### config.mk
export PLATFORM = sky130hd
export DESIGN_NAME = bsr_cmd_decoder
export DESIGN_NICKNAME = d
export VERILOG_FILES = /design/src/rtl/cmd_dec_pkg.sv /design/src/rtl/cmd_inreg.sv /design/src/rtl/cmd_assembler.sv /design/src/rtl/cmd_window.sv /design/src/rtl/bsr_cmd_decoder.sv
export SDC_FILE = /design/constraint.sdc
export NUM_CORES = 1
export LEC_CHECK = 0
export ABC_AREA = 1
export ABC_CLOCK_PERIOD_IN_PS = 3500
export BUFFER_PORTS_ARGS = -buffer_cell sky130_fd_sc_hd__clkbuf_2
export CORE_ASPECT_RATIO = 1.25
export CORE_MARGIN = 10
export CORE_UTILIZATION = 60
export CTS_CLUSTER_SIZE = 24
export DETAILED_ROUTE_END_ITERATION = 8
export PLACE_DENSITY = 0.81
export SETUP_SLACK_MARGIN = 0.4
export SLEW_MARGIN = 20
export SYNTH_ARGS = -nofsm -noshare
export SYNTH_HDL_FRONTEND = slang
export SYNTH_HIERARCHICAL = 1
export SYNTH_SLANG_ARGS = --single-unit
export TNS_END_PERCENT = 10
### constraint.sdc
create_clock -name clk -period 3.5 [get_ports clk]
set_clock_uncertainty 0.05 [all_clocks]
set_input_delay 0.35 -clock clk [delete_from_list [all_inputs] [get_ports clk]]
set_output_delay 0.35 -clock clk [all_outputs]
set_load 0.05 [all_outputs]
### src/rtl/cmd_dec_pkg.sv
package cmd_dec_pkg;
  localparam int BYTE_W     = 8;
  localparam int ADDR_BYTES = 2;
  localparam int DATA_BYTES = 4;
  localparam int ADDR_W     = ADDR_BYTES * BYTE_W;
  localparam int DATA_W     = DATA_BYTES * BYTE_W;
  localparam int SLOTS      = ADDR_BYTES + DATA_BYTES;
  localparam int CNT_W      = $clog2(SLOTS + 1);

  typedef struct packed {
    logic [ADDR_W-1:0] addr;
    logic [DATA_W-1:0] data;
  } cmd_frame_t;
endpackage

### src/rtl/cmd_inreg.sv
module cmd_inreg
  import cmd_dec_pkg::*;
(
  input  logic              clk,
  input  logic              rst_n,
  input  logic [BYTE_W-1:0] byte_i,
  input  logic              first_i,
  output logic [BYTE_W-1:0] byte_o,
  output logic              first_o
);
  // single retiming stage ahead of the decoder
  always_ff @(posedge clk or negedge rst_n) begin
    if (!rst_n) begin
      byte_o  <= '0;
      first_o <= 1'b0;
    end else begin
      byte_o  <= byte_i;
      first_o <= first_i;
    end
  end
endmodule

### src/rtl/cmd_assembler.sv
module cmd_assembler
  import cmd_dec_pkg::*;
(
  input  logic              clk,
  input  logic              rst_n,
  input  logic [BYTE_W-1:0] byte_i,
  input  logic              first_i,
  output logic              close_o,
  output cmd_frame_t        frame_o
);
  logic              open_q, open_d;
  logic [CNT_W-1:0]  cnt_q, cnt_d;
  logic [ADDR_W-1:0] addr_q, addr_d, addr_ins;
  logic [DATA_W-1:0] data_q, data_d, data_ins;
  logic              last_slot;

  // current byte placed into its slot of the open command
  always_comb begin
    addr_ins = addr_q;
    data_ins = data_q;
    for (int i = 0; i < ADDR_BYTES; i++) begin
      if (cnt_q == CNT_W'(i)) addr_ins[i*BYTE_W +: BYTE_W] = byte_i;
    end
    for (int j = 0; j < DATA_BYTES; j++) begin
      if (cnt_q == CNT_W'(ADDR_BYTES + j)) data_ins[j*BYTE_W +: BYTE_W] = byte_i;
    end
  end

  assign last_slot = (cnt_q == CNT_W'(SLOTS - 1));

  always_comb begin
    open_d  = open_q;
    cnt_d   = cnt_q;
    addr_d  = addr_q;
    data_d  = data_q;
    close_o = 1'b0;
    frame_o = '{addr: addr_q, data: data_q};
    if (first_i) begin
      // an open command with at least one data byte ends here
      close_o = open_q && (cnt_q > CNT_W'(ADDR_BYTES));
      open_d  = 1'b1;
      cnt_d   = CNT_W'(1);
      addr_d  = {{(ADDR_W-BYTE_W){1'b0}}, byte_i};
      data_d  = '0;
    end else if (open_q) begin
      addr_d  = addr_ins;
      data_d  = data_ins;
      frame_o = '{addr: addr_ins, data: data_ins};
      if (last_slot) begin
        close_o = 1'b1;
        open_d  = 1'b0;
        cnt_d   = '0;
      end else begin
        cnt_d   = cnt_q + CNT_W'(1);
      end
    end
  end

  always_ff @(posedge clk or negedge rst_n) begin
    if (!rst_n) begin
      open_q <= 1'b0;
      cnt_q  <= '0;
      addr_q <= '0;
      data_q <= '0;
    end else begin
      open_q <= open_d;
      cnt_q  <= cnt_d;
      addr_q <= addr_d;
      data_q <= data_d;
    end
  end
endmodule

### src/rtl/cmd_window.sv
module cmd_window
  import cmd_dec_pkg::*;
#(
  parameter logic [ADDR_W-1:0] BASE  = 16'h0338,
  parameter logic [ADDR_W-1:0] MASK  = 16'h03FC,
  parameter int                SEL_W = 2
) (
  input  logic [ADDR_W-1:0] addr_i,
  output logic              hit_o,
  output logic [SEL_W-1:0]  sel_o
);
  localparam logic [ADDR_W-1:0] BASE_M = BASE & MASK;

  assign hit_o = ((addr_i & MASK) == BASE_M);
  assign sel_o = addr_i[SEL_W-1:0];
endmodule

### src/rtl/bsr_cmd_decoder.sv
module bsr_cmd_decoder
  import cmd_dec_pkg::*;
#(
  parameter logic [15:0] BASE  = 16'h0338,
  parameter logic [15:0] MASK  = 16'h03FC,
  parameter int          SEL_W = 2
) (
  input  logic              clk,
  input  logic              rst_n,
  input  logic [7:0]        cmd_byte,
  input  logic              cmd_first,
  output logic [SEL_W-1:0]  reg_sel,
  output logic [31:0]       wr_data,
  output logic              wr_en
);
  logic [BYTE_W-1:0] byte_q;
  logic              first_q;
  logic              close_w;
  cmd_frame_t        frame_w;
  logic              hit_w;
  logic [SEL_W-1:0]  sel_w;
  logic              we_d;
  logic [SEL_W-1:0]  sel_d;
  logic [DATA_W-1:0] data_d;

  cmd_inreg u_inreg (
    .clk(clk), .rst_n(rst_n),
    .byte_i(cmd_byte), .first_i(cmd_first),
    .byte_o(byte_q), .first_o(first_q)
  );

  cmd_assembler u_asm (
    .clk(clk), .rst_n(rst_n),
    .byte_i(byte_q), .first_i(first_q),
    .close_o(close_w), .frame_o(frame_w)
  );

  cmd_window #(.BASE(BASE), .MASK(MASK), .SEL_W(SEL_W)) u_win (
    .addr_i(frame_w.addr), .hit_o(hit_w), .sel_o(sel_w)
  );

  always_comb begin
    we_d   = close_w && hit_w;
    sel_d  = reg_sel;
    data_d = wr_data;
    if (we_d) begin
      sel_d  = sel_w;
      data_d = frame_w.data;
    end
  end

  always_ff @(posedge clk or negedge rst_n) begin
    if (!rst_n) begin
      wr_en   <= 1'b0;
      reg_sel <= '0;
      wr_data <= '0;
    end else begin
      wr_en   <= we_d;
      reg_sel <= sel_d;
      wr_data <= data_d;
    end
  end
endmodule

==> summary.md <==
| Metric | Value |
|---|---|
| Fin crit period | `2.72 ns` |
| Clock Pin Slew Worst Setup and Hold Paths | `0.09 ns` |
| FF-to-FF path depth | `12` |
| Hold-fix buffers at CTS | `0` |
| Num CTS Buffers | `9` |
| Largest stage delay, worst path | `0.57 ns` |
| CP Data Arrival Time | `2.92 ns` |
| CTS Root Cell | `clkbuf_8` |
| Setup crit end | `wr_data[8]` |
| WP depth | `12` |
| Vias per inst | `5.53` |
| Share of cells above drive strength 1 | `13.3%` |
| RSZ-0062 raised after global routing | `false` |
| Post-route DRC | `0` |
| Hold Crit Class | `input port to asynchronous set/reset pin` |
| CP Capture Type | `flip-flop` |
| DIE AREA | `11500 um2` |
| Final setup viols | `0` |
| Bufs and invs on worst path | `3` |
| TritonRoute pass-1 iters | `5` |
| Layout overhead on the synthesized area | `8.57%` |
| Worst setup path start | `u_inreg/first_o` |
| Yosys warns | `6` |
| Clock sink count | `90` |
| Initial antenna violation count | `0` |
| Post-Syn Instances | `595` |
| Status | `complete, no violations` |
| Die Span Y | `117 um` |
| HPWL after DPL | `7020 um` |
| Clk buf depth | `2` |
| CP delay by family, top | `simple AND/OR/NAND/NOR gates` |
| Most frequent CP cell | `nand2_1` |
| CTS tree | `yes` |
| Pin count of the biggest net entering global routing | `71` |
| Post-Syn Area | `4550 um2` |
| Fin Hold WS | `0.0393 ns` |
| Synthesized area per cell | `7.65 um2` |
| Fmax | `368 MHz` |
| Number of global-route vias before repair | `3964` |
| Htree depth | `3` |
| Routed wire length | `10500 um` |
| Num ports | `46` |
| Chip width | `97.9 um` |
| Cell Pwr Density | `675 nW/um2` |
| Startpoint types | `flip-flop` |
| Slew headroom | `37.6%` |
| Grt ovf | `0` |
| Post-detailed-route count of antenna-violating nets | `0` |
| Tcrit/Tclk final | `77.7%` |
| CTS resizes | `0` |
| Worst setup path class | `flip-flop to flip-flop` |
| Port Buf Inserts | `45` |
| Worst path required time | `3.70 ns` |
| DP Area | `4710 um2` |
| Global-route wire length before repair | `18200 um` |
| Crit-path cells | `inv_1, nand2_1, inv_2, nand3_1, nand2_1, nor2_1, nand2_1, nor2_2, buf_4, nand2_8, nand2_1, nand2_1` |
| Worst r2r src | `u_inreg/first_o` |
| 1st-iter DRT viols | `337` |
| P_leak | `2.88 nW` |
| Fill cells | `598` |
| ANT cells | `0` |
| Final Slew Violations | `0` |
| Max-Cap Viols | `0` |
| Later-pin clock latency in the skew report | `0.37 ns` |
| Gpl congestion | `0.889` |
| Pre-CTS setup slack | `0.813 ns` |
| Vias | `3973` |
| Nets | `634` |
| VDD IR-drop max | `0.421 mV` |
| Worst R2R Setup Slack | `0.78 ns` |
| Post-Syn Nets | `608` |
| Final-report hold violation count | `0` |
| DR WL/cell | `14.6 um` |
| Num rows | `35` |
| Placed Instances | `702` |
| Total track usage | `18.7%` |
| Design Area, Final | `4940 um2` |
| Worst path slowest cell | `dfrtp_1` |
| Critical Path Fanout Max | `35` |
| Core Box Area | `7400 um2` |
| Slew @ Worst Pin | `0.934 ns` |
| Reg2reg end | `wr_data[8]` |
| Initial Util | `61.5%` |
| Number of setup buffers added after CTS | `0` |
| Setup TNS | `0 ns` |
| Cell Count, Final, Fillers Out | `718` |
| Worst setup margin | `0.780 ns` |
## where the power goes
group	switching (mW)	leakage [nW]	internal (mW)
Sequential	0.165	1.20	1.22
Combinational	0.799	1.56	0.324
Clock	0.378	0.116	0.445
Total	1.34	2.88	1.99
## flip-flops by register name, summed over array words and instances (netlist names)
signal	count
u_asm/data_q	32
u_inreg/byte_o	8
u_asm/open_q	1
wr_data	32
u_inreg/first_o	1
wr_en	1
u_asm/addr_q	10
reg_sel	2
u_asm/cnt_q	3
## worst register-to-register path, delay by kind of cell, from the launching register on
family / cells / cell delay (ns)
simple gates: 9 / 1.38
buf+inv: 3 / 0.62
flops: 1 / 0.57
## metal layers
metal  wire (um)  up-vias  track usage, %
li1            -     1921               -
met1        4390     1860            22.6
met2        5030      159            29.6
met3         686       33            4.46
met4         384        0            10.4
met5           0        -               0
## cells in the final DEF (no fill, tap or decap)
cell        count
nand3_1       103
o21ai_0        20
inv_1          59
clkbuf_8       11
bufinv_16       2
dfrtp_1        90
a22oi_1         8
a31oi_1         1
ha_1            2
nor2_4          3
nand3_2         2
nand2_2         2
nor2_1          3
nor2_2          4
inv_2           2
o211ai_1        8
nand2_8         1
clkbuf_2       44
buf_4           9
clkinvlp_4      1
nand2_1       249
clkinv_4        1
inv_6           1
## per-stage QoR
| stage | total power, mW | util, % |
|---|---|---|
| finish | 3.34 | 66.8 |
| global route | 3.58 | 66.8 |
| CTS | 3.33 | 66.8 |
| detailed placement | 2.50 | 63.6 |
| global placement | 2.45 | 63.6 |
| floorplan | 2.34 | - |
## layout make-up
type                            instances  area, um2  area share (%)
Sequential cell                        90       2250            45.5
Multi-Input combinational cell        406       1820            36.9
Timing Repair Buffer                   53        288            5.82
Inverter                               61        229            4.63
Clock buffer                           11        151            3.06
Tap cell                               92        115            2.33
Clock inverter                          5       85.1            1.72
## worst min path at each step
stage / startpoint / endpoint / slack [ns] / depth (start not counted)
after floorplan: rst_n / reg_sel[0] / 0.004 / 0
after global placement: wr_data[16] / wr_data[16] / 0.40 / 2
after detailed placement: wr_data[2] / wr_data[2] / 0.41 / 2
after CTS: cmd_byte[1] / u_inreg/byte_o[1] / 0.03 / 1
after global routing: cmd_byte[7] / u_inreg/byte_o[7] / 0.03 / 1
final: rst_n / wr_data[14] / 0.04 / 1
Note: power is estimated with default switching activity, not from simulation.
